==> config.mk <==
export PLATFORM = sky130hd
export DESIGN_NAME = bwram_bitwr
export DESIGN_NICKNAME = d
export VERILOG_FILES = /design/src/rtl/bwram_pkg.sv /design/src/rtl/bwram_col_dec.sv /design/src/rtl/bwram_plane.sv /design/src/rtl/bwram_bitwr.sv
export SDC_FILE = /design/constraint.sdc
export NUM_CORES = 1
export LEC_CHECK = 0
export BUFFER_PORTS_ARGS = -buffer_cell sky130_fd_sc_hd__buf_2
export CAP_MARGIN = 10
export CORE_UTILIZATION = 59
export DETAILED_ROUTE_END_ITERATION = 12
export PLACE_DENSITY = 0.85
export SETUP_SLACK_MARGIN = 0.15
export SLEW_MARGIN = 20
export SYNTH_ARGS = -nofsm -noshare
export SYNTH_HDL_FRONTEND = slang
export SYNTH_HIERARCHICAL = 1
export SYNTH_SLANG_ARGS = --single-unit
==> constraint.sdc <==
create_clock -name wclk_i -period 3.4 [get_ports wclk_i]
set_input_delay 0.51 -clock wclk_i [delete_from_list [all_inputs] [get_ports wclk_i]]
set_output_delay 0.51 -clock wclk_i [all_outputs]
set_load 0.02 [all_outputs]
==> src/rtl/bwram_pkg.sv <==
package bwram_pkg;
  localparam int unsigned WORD_W = 8;
  localparam int unsigned SEL_W  = $clog2(WORD_W);
  typedef logic [WORD_W-1:0] word_t;
  typedef logic [SEL_W-1:0]  bsel_t;
endpackage

==> src/rtl/bwram_col_dec.sv <==
// Turns enable + bit select into one write strobe per bit-plane.
module bwram_col_dec
  import bwram_pkg::*;
(
  input  logic  we_i,
  input  bsel_t bsel_i,
  output word_t col_we_o
);
  always_comb begin
    col_we_o = '0;
    if (we_i) col_we_o[bsel_i] = 1'b1;
  end
endmodule

==> src/rtl/bwram_plane.sv <==
// One bit-plane: DEPTH single-bit cells, one write strobe, async read.
module bwram_plane #(
  parameter int unsigned      DEPTH    = 64,
  parameter int unsigned      ADDR_W   = $clog2(DEPTH),
  parameter logic [DEPTH-1:0] INIT     = '0,
  parameter bit               WCLK_INV = 1'b0
) (
  input  logic              wclk_i,
  input  logic              we_i,
  input  logic [ADDR_W-1:0] addr_i,
  input  logic              din_i,
  output logic              rbit_o
);
  logic [DEPTH-1:0] cell_q = INIT;

  generate
    if (WCLK_INV) begin : g_fall
      always_ff @(negedge wclk_i) begin
        if (we_i) cell_q[addr_i] <= din_i;
      end
    end else begin : g_rise
      always_ff @(posedge wclk_i) begin
        if (we_i) cell_q[addr_i] <= din_i;
      end
    end
  endgenerate

  assign rbit_o = cell_q[addr_i];
endmodule

==> src/rtl/bwram_bitwr.sv <==
module bwram_bitwr
  import bwram_pkg::*;
#(
  parameter int unsigned      DEPTH     = 64,
  parameter int unsigned      ADDR_W    = $clog2(DEPTH),
  parameter logic [DEPTH-1:0] INIT_BIT7 = '0,
  parameter logic [DEPTH-1:0] INIT_BIT6 = '0,
  parameter logic [DEPTH-1:0] INIT_BIT5 = '0,
  parameter logic [DEPTH-1:0] INIT_BIT4 = '0,
  parameter logic [DEPTH-1:0] INIT_BIT3 = '0,
  parameter logic [DEPTH-1:0] INIT_BIT2 = '0,
  parameter logic [DEPTH-1:0] INIT_BIT1 = '0,
  parameter logic [DEPTH-1:0] INIT_BIT0 = '0,
  parameter bit               WCLK_INV  = 1'b0
) (
  input  logic              wclk_i,
  input  logic              we_i,
  input  logic [ADDR_W-1:0] addr_i,
  input  logic [SEL_W-1:0]  bsel_i,
  input  logic              din_i,
  output logic [WORD_W-1:0] rdata_o
);
  localparam logic [WORD_W-1:0][DEPTH-1:0] INIT_PLANES =
    {INIT_BIT7, INIT_BIT6, INIT_BIT5, INIT_BIT4,
     INIT_BIT3, INIT_BIT2, INIT_BIT1, INIT_BIT0};

  word_t col_we;

  bwram_col_dec i_col_dec (
    .we_i    (we_i),
    .bsel_i  (bsel_i),
    .col_we_o(col_we)
  );

  for (genvar k = 0; k < WORD_W; k++) begin : g_plane
    bwram_plane #(
      .DEPTH   (DEPTH),
      .ADDR_W  (ADDR_W),
      .INIT    (INIT_PLANES[k]),
      .WCLK_INV(WCLK_INV)
    ) i_plane (
      .wclk_i(wclk_i),
      .we_i  (col_we[k]),
      .addr_i(addr_i),
      .din_i (din_i),
      .rbit_o(rdata_o[k])
    );
  end
endmodule

# ---- Word level (Yosys, flattened, before mapping)
# Cells that the tools add are included.
dict set report totals {
  register_bits 512
  in_bits 12
  output_inout_bits 8
  elab_cells 43
}
dict set report classes {
  magnitude_cmp 4
  muxes 29
  reduce_logical 2
}
# op count
set op_table {}
lappend op_table {{64-bit bitwise mux} 8}
lappend op_table {{1-bit binary-select mux with 6-bit select} 8}
lappend op_table {{1-bit two-way mux} 10}
lappend op_table {{8-bit two-way mux} 1}
lappend op_table {{6-bit by 7-bit < comparator with 1-bit output, second input constant} 1}
lappend op_table {{1-bit demux with 6-bit select} 1}
lappend op_table {{6-bit by 1-bit >= comparator with 1-bit output, second input constant} 1}
lappend op_table {{3-bit by 4-bit < comparator with 1-bit output, second input constant} 1}
lappend op_table {{1-bit demux with 3-bit select} 1}
lappend op_table {{3-bit by 1-bit >= comparator with 1-bit output, second input constant} 1}
lappend op_table {{1-bit logical AND} 2}

# ---- Logic depth before layout (Yosys ltp)
# Gate-level depths: netlist of the first run.
dict set report logic_depth {
  word_depth 5
  ltp_mapped 7
  mapped_depth_nobuf 5
}

# ---- Hierarchy
# Netlist of the first run, hierarchy kept.
# module instances cells_each area_per_inst_um2 seq_area_each_um2
set modules_own_cells {}
lappend modules_own_cells {{bwram_plane (g_plane[0].i_plane ...)} 7 219 2891.5 1921.8}
lappend modules_own_cells {{bwram_plane (g_plane[7].i_plane)} 1 219 2899.0 1921.8}
lappend modules_own_cells {bwram_col_dec 1 8 96.3 0.0}

# ---- Worst setup path before layout of the first run
# OpenSTA, ideal clock, no wires.
dict set report synth_path {
  path_kind {in2out}
  startpoint {input addr_i[1]}
  endpoint {output rdata_o[0]}
  t_arrival_ns 1.731
  required_time_ns 2.890
  path_slack_ns 1.159
  cell_stages 7
  path_buffers 2
  path_cell_list {buf_6 -> buf_8 -> mux2_4 -> a32oi_1 -> o211a_1 -> a2bb2oi_2 -> nand4_1}
}
dict set report synth_via {
  elab_chain_cells 2
}
# item line
set synth_rtl {}
lappend synth_rtl {{start, declared} bwram_bitwr.sv:18} ;# input logic [ADDR_W-1:0] addr_i,
lappend synth_rtl {{1-bit binary-select mux with 6-bit select} bwram_plane.sv:28} ;# assign rbit_o = cell_q[addr_i];
lappend synth_rtl {{1-bit two-way mux (implied by the code)} bwram_plane.sv:28}
lappend synth_rtl {{end, declared} bwram_bitwr.sv:21} ;# output logic [WORD_W-1:0] rdata_o
# Every way passes these cells. The select of a mux whose other input is x is not followed.

# ---- Worst setup path after layout of the first run
dict set report layout_path {
  startpoint {input addr_i[0]}
  endpoint {output rdata_o[7]}
}
# Same word-level chain as after synthesis.

==> reports/qor.csv, run 1 <==
metric,value,unit
Clock Power Share,40.6,%
Initial DRT Pass Iterations,6,
Tot Pwr,13100,µW
CP bufs+invs,3,
routed len/inst,21.6,µm
Slowest Stage Delay on Critical Path,0.48,ns
PortBufs,19,
Iter 0 DRT Violations,1841,
clock-pin transition on the worst setup and hold timing paths,0.06,ns
Syn. warnings,6,
Rows,72,
core box area,38700,µm²
critical path peak fanout,41,
status,"finished, final reports clean",
Peak Freq,324,MHz
# H-tree levels,2,
sw frac,21.4,%
clock sink total,512,
RSZ-0062 raised after global routing,false,
CP max stage cell,buf_4,
clk root buf,clkbuf_16,
leading area contributor after synthesis,edfxtp_1,
worst hold stages,1,
TritonCTS clock tree,yes,
number of max-cap violations,0,
max reg flops,512,
DRC Markers,0,
I/O Pins,20,
Post-Syn Area,23200,µm²
initial antenna violation count,0,
vias in the first global route,15100,
Finish-stage setup viols,0,
min-delay src,din_i,
Startpoint Class,primary input,
slew of the pin with the lowest slew margin,0.679,ns
combinational power share,6.5,%
die area,40200,µm²
TritonCTS Buffers,50,
Yosys top cell area share,66.2,%
global route overflow,0,
syn avg cell area,13.2,µm²
post-route ant nets,0,
cell family with most CP delay,buffers and inverters,
Placed Instances,2246,
cell count after synthesis,1760,
Peak VDD IR,0.000372,V
leakage power,0.00797,µW
fin crit share,90.9,%
Detailed Place HPWL,30.1,mm
routability cong.,0.901,
Internal,10300,µW
Psw,2820,µW
Setup Crit Path Kind,in -> out,
"FF+latch count, synth",512,
Worst EP arrival,2.58,ns
largest net degree at the start of global routing,123,
Rel. slew slack,54.7,%
Crit path required time,2.89,ns
area grow syn2layout,9.86,%
Post-Syn Nets,1772,
first-pass GRT wire length,79.5,mm
sequential share of the synthesized area,66.2,%
buffer depth of the longest clock path,3,
Post-CTS Resized,0,
Synth async-reset ratio,0,%
endpoints failing hold,0,
Die Height,200,µm
pre-CTS setup slack,0.315,ns
WP depth,8,
post-CTS setup buffers,0,
hold_buf cts,0,
Total Neg Setup Slack,0,ns
synth unique cells,41,
dominant synthesized flop cell,edfxtp_1,
top post-synthesis cells by area,"edfxtp_1 (66%), nor2_1 (9.2%), mux4_1 (3.6%)",
fin crit period,3.09,ns
Die Width,200,µm
PD cells,515,nW/µm²
Initial Util,60.0,%
Total GRT Usage,25.0,%
Seq pwr share,52.9,%
biggest regs,g_plane.i_plane/cell_q x512,
Finished Layout Cells,2339,
Nets,1792,
Avg Vias per Cell,6.46,
"wirelength, routed",50.6,mm
via count,15100,
fillers,2566,
Post-synth EDFFs,512,
diodes inserted,0,
share of layout cells above drive strength 1,12.6,%
worst setup path start,addr_i[0],
final worst slack,0.311,ns
CP cell instances,"buf_4, buf_12, nor2b_1, a221oi_1, o21a_1, o22a_1, nand4_1, buf_2",
"Most flops, register",g_plane.i_plane/cell_q,
worst hold path type,in -> reg,
Worst Setup End Kind,output port,
"Slew Viols, Final",0,
layer usage:
metal / track usage [%] / share of wire [%] / vias to the layer above
met4: 10.8 / 3.2 / 0
li1: - / - / 6667
met2: 43.2 / 51 / 908
met3: 3.64 / 9.1 / 157
met1: 31.7 / 37 / 7386
met5: 0 / 0 / -
through the flow:
stage | hold WS [ns] | cell area (µm²) | util (%)
after global routing | 0.471 | 25500 | 65.9
after CTS | 0.452 | 25500 | 65.9
after floorplan | 0.609 | 23200 | -
after detailed placement | 1.05 | 24000 | 61.8
after global placement | 1.04 | 24000 | 61.8
final | 0.444 | 25500 | 65.9
cell usage in the layout, fill, tap and decap left out, types with 9 or more instances in the layout:
cell       Yosys  routed
a21oi_1       16      16
a221oi_1      88      88
a22oi_1       24      24
and2_1        16      16
buf_12         0      14
buf_2         42      15
buf_4          0      34
clkbuf_1      39      17
clkbuf_16      0      53
clkinv_1       0       9
clkinv_2       0       9
edfxtp_1     512     512
inv_1         16      16
mux2_2        32      32
mux2i_1       24      24
mux4_1        32      32
mux4_2        16      16
nand2_1       71      71
nand3_1       40      40
nor2_1       567     567
nor2b_1       32      32
o22a_1        16      16
o22ai_1       16      16
or3b_2         9       9
synth_stat cells, types with 24 or more instances:
cell      count
nor2_1      567
edfxtp_1    512
a221oi_1     88
nand2_1      71
buf_2        42
nand3_1      40
clkbuf_1     39
mux2_2       32
mux4_1       32
nor2b_1      32
a22oi_1      24
mux2i_1      24
area by class of cell:
type | instances | area, µm² | area share [%]
sequential | 512 | 15400 | 60.2
multi-input combinational | 1135 | 7230 | 28.3
clock inverter | 23 | 184 | 0.720
clock buffer | 70 | 1390 | 5.45
tap | 518 | 648 | 2.54
timing repair buffer | 65 | 637 | 2.49
inverter | 16 | 60.1 | 0.235
worst paths after layout:
check,end,slack (ns)
setup / recovery,rdata_o[7],0.31
hold / removal,g_plane[7].i_plane/cell_q[14],0.44
power groups by stage:
| stage | Clock (µW) | Sequential, µW | Combinational (µW) |
|---|---|---|---|
| floorplan | 0 | 7090 | 542 |
| global placement | 0 | 7080 | 808 |
| detailed placement | 0 | 7080 | 835 |
| CTS | 5390 | 6950 | 843 |
| global route | 5620 | 6950 | 907 |
| finish | 5330 | 6950 | 854 |
logic make-up after synthesis:
logic type,share of synthesized area (%)
mux,8.27
simple gates,15.2
buf+inv,2.70
compound gates,7.62
flops,66.2
Note: power is estimated with default switching activity, not from simulation.
==> inputs of run 2 (changes only) <==
Settings changed: SYNTH_HIERARCHICAL 1 to unset.
Clock period 3.4 ns to 3.46 ns, I/O delays scaled along.
==> reports/qor.csv, run 2 <==
metric,value,unit,change
Internal,10100,µW,-1.9%
cell count after synthesis,1731,,-1.6%
Synth async-reset ratio,0,%,unchanged
post-route ant nets,0,,unchanged
Yosys top cell area share,68.6,%,+2.4 points
combinational power share,7.1,%,+0.6 points
fin crit period,3.40,ns,
core box area,37600,µm²,-3.0%
Tot Pwr,13000,µW,-1.2%
status,"finished, final reports clean",,
syn avg cell area,13.0,µm²,-1.9%
fillers,2470,,-3.7%
Rel. slew slack,41.4,%,-13 points
initial antenna violation count,0,,unchanged
endpoints failing hold,0,,unchanged
slew of the pin with the lowest slew margin,0.879,ns,+0.199 ns
Crit path required time,2.94,ns,+0.05 ns
Initial Util,59.7,%,-0.30 points
max reg flops,512,,unchanged
Worst Setup End Kind,output port,,
Clock Power Share,40.3,%,-0.3 points
routability cong.,0.972,,+7.8%
global route overflow,0,,unchanged
via count,15600,,+3.3%
Nets,1767,,-1.4%
synth unique cells,52,,+27%
RSZ-0062 raised after global routing,true,,
Seq pwr share,52.6,%,-0.3 points
post-CTS setup buffers,0,,unchanged
PD cells,515,nW/µm²,about the same
Avg Vias per Cell,6.78,,+5.0%
Commonest cells post-synth,"nor2_1 (537), edfxtp_1 (512), nand2_1 (83)",,
Post-Syn Area,22400,µm²,-3.5%
"Most flops, register",g_plane.i_plane.cell_q,,
worst hold path type,in -> reg,,
Startpoint Class,primary input,,
DRC Markers,0,,unchanged
number of max-cap violations,0,,unchanged
"FF+latch count, synth",512,,unchanged
Die Height,197,µm,-1.7%
sw frac,22.0,%,+0.56 points
largest net degree at the start of global routing,138,,+12%
Total GRT Usage,31.3,%,+6.3 points
share of layout cells above drive strength 1,16.9,%,+4.3 points
first-pass GRT wire length,90.2,mm,+13%
buffer depth of the longest clock path,3,,unchanged
dominant synthesized flop cell,edfxtp_1,,
sequential share of the synthesized area,68.6,%,+2.4 points
area grow syn2layout,12.4,%,
Fin Hold WS,0.506,ns,+0.0627 ns
Post-synth EDFFs,512,,unchanged
Setup Crit Path Kind,in -> out,,
most used cells in the layout excluding fill and tap cells,"nor2_1 (535), edfxtp_1 (512), buf_4 (86), nand2_1 (80), a22oi_1 (67)",,
Detailed Place HPWL,36.4,mm,+21%
TritonCTS Buffers,50,,unchanged
fin crit share,98.2,%,
register area,15400,µm²,unchanged
Worst EP arrival,2.88,ns,+0.30 ns
Die Width,197,µm,-1.7%
biggest regs,g_plane.i_plane.cell_q x512,,
Syn. warnings,0,,-6
diodes inserted,0,,unchanged
TritonCTS clock tree,yes,,
leakage power,0.00764,µW,-4.1%
PortBufs,19,,unchanged
"wirelength, routed",60.2,mm,+19%
Rows,71,,-1.4%
Finish-stage setup viols,0,,unchanged
Iter 0 DRT Violations,2723,,+48%
Peak Freq,294,MHz,
Peak VDD IR,0.000439,V,+18%
# H-tree levels,2,,unchanged
worst hold stages,1,,unchanged
routed len/inst,26.2,µm,+21%
vias in the first global route,15100,,-0.11%
clock-pin transition on the worst setup and hold timing paths,0.05,ns,about the same
"count leader, synth",nor2_1,,
Post-Syn Nets,1743,,-1.6%
pre-CTS setup slack,-0.354,ns,-0.669 ns
final worst slack,0.0609,ns,-0.250 ns
"Slew Viols, Final",0,,unchanged
Psw,2850,µW,+1.4%
clk root buf,clkbuf_16,,
die area,38800,µm²,-3.4%
Multi-input gate area,6520,µm²,-9.8%
critical path peak fanout,10,,-76%
leading area contributor after synthesis,edfxtp_1,,
clock sink total,512,,unchanged
I/O Pins,20,,unchanged
top post-synthesis cells by area,"edfxtp_1 (69%), nor2_1 (9.0%), mux4_2 (2.8%)",,
Initial DRT Pass Iterations,6,,unchanged
"commonest non-fill, non-tap cell in the layout",nor2_1,,
==> run 2: power by group through the flow <==
stage	Combinational [µW]	Sequential (µW)	Clock, µW
finish	922	6830	5230
floorplan	465	6960	0
CTS	855	6830	5230
global placement	816	6960	0
detailed placement	836	6960	0
global route	946	6830	5490
==> run 2: stage by stage <==
step	TNS [ns]	util (%)	instances	cell area, µm²
after floorplan	0	-	1731	22400
after global routing	0	67.1	2301	25200
after detailed placement	-0.636	62.4	2214	23400
after global placement	-0.643	62.4	2214	23400
final	0	67.1	2301	25200
after CTS	0	66.7	2301	25000
==> run 2: logic make-up after synthesis <==
kind of cell	count (synthesis)	share of synthesized area [%]
simple gates	709	13.1
buf+inv	150	3.28
mux	110	6.67
flops	512	68.6
compound gates	250	8.44
==> run 2: worst paths after layout <==
| check | start | to | slack [ns] |
|---|---|---|---|
| max | addr_i[0] | rdata_o[1] | 0.06 |
| min | din_i | g_plane[3].i_plane.cell_q[13] | 0.51 |
==> run 2: cell type report <==
cell class | count | share of cell area, %
repair buffers | 119 | 4.40
well taps | 511 | 2.54
flip-flops and latches | 512 | 61.0
clock buffers | 64 | 5.43
clock inverters | 23 | 0.710
inverters | 3 | 0.0447
multi-input cells | 1069 | 25.9
==> run 2: repair_timing <==
action | CTS | global route
endpoints found under the setup margin | 8 | 7
pin swaps | 0 | 8
hold buffers | 0 | 0
resized for setup | 11 | 34
==> run 2: critical path, stage by stage <==
cell,delay (ns)
buf_4,0.18
buf_12,0.16
and2_1,0.17
buf_4,0.19
a22oi_1,0.32
o221ai_1,0.20
a222oi_1,0.58
o2111ai_2,0.30
buf_2,0.23
==> run 2: layer usage <==
layer  global-route usage [%]  wire length, µm  up-vias
li1                         -                -     6467
met1                     41.0            20000     7590
met2                     50.0            28700     1303
met3                     7.12             8220      251
met4                     14.9             3300        0
met5                        0                0        -
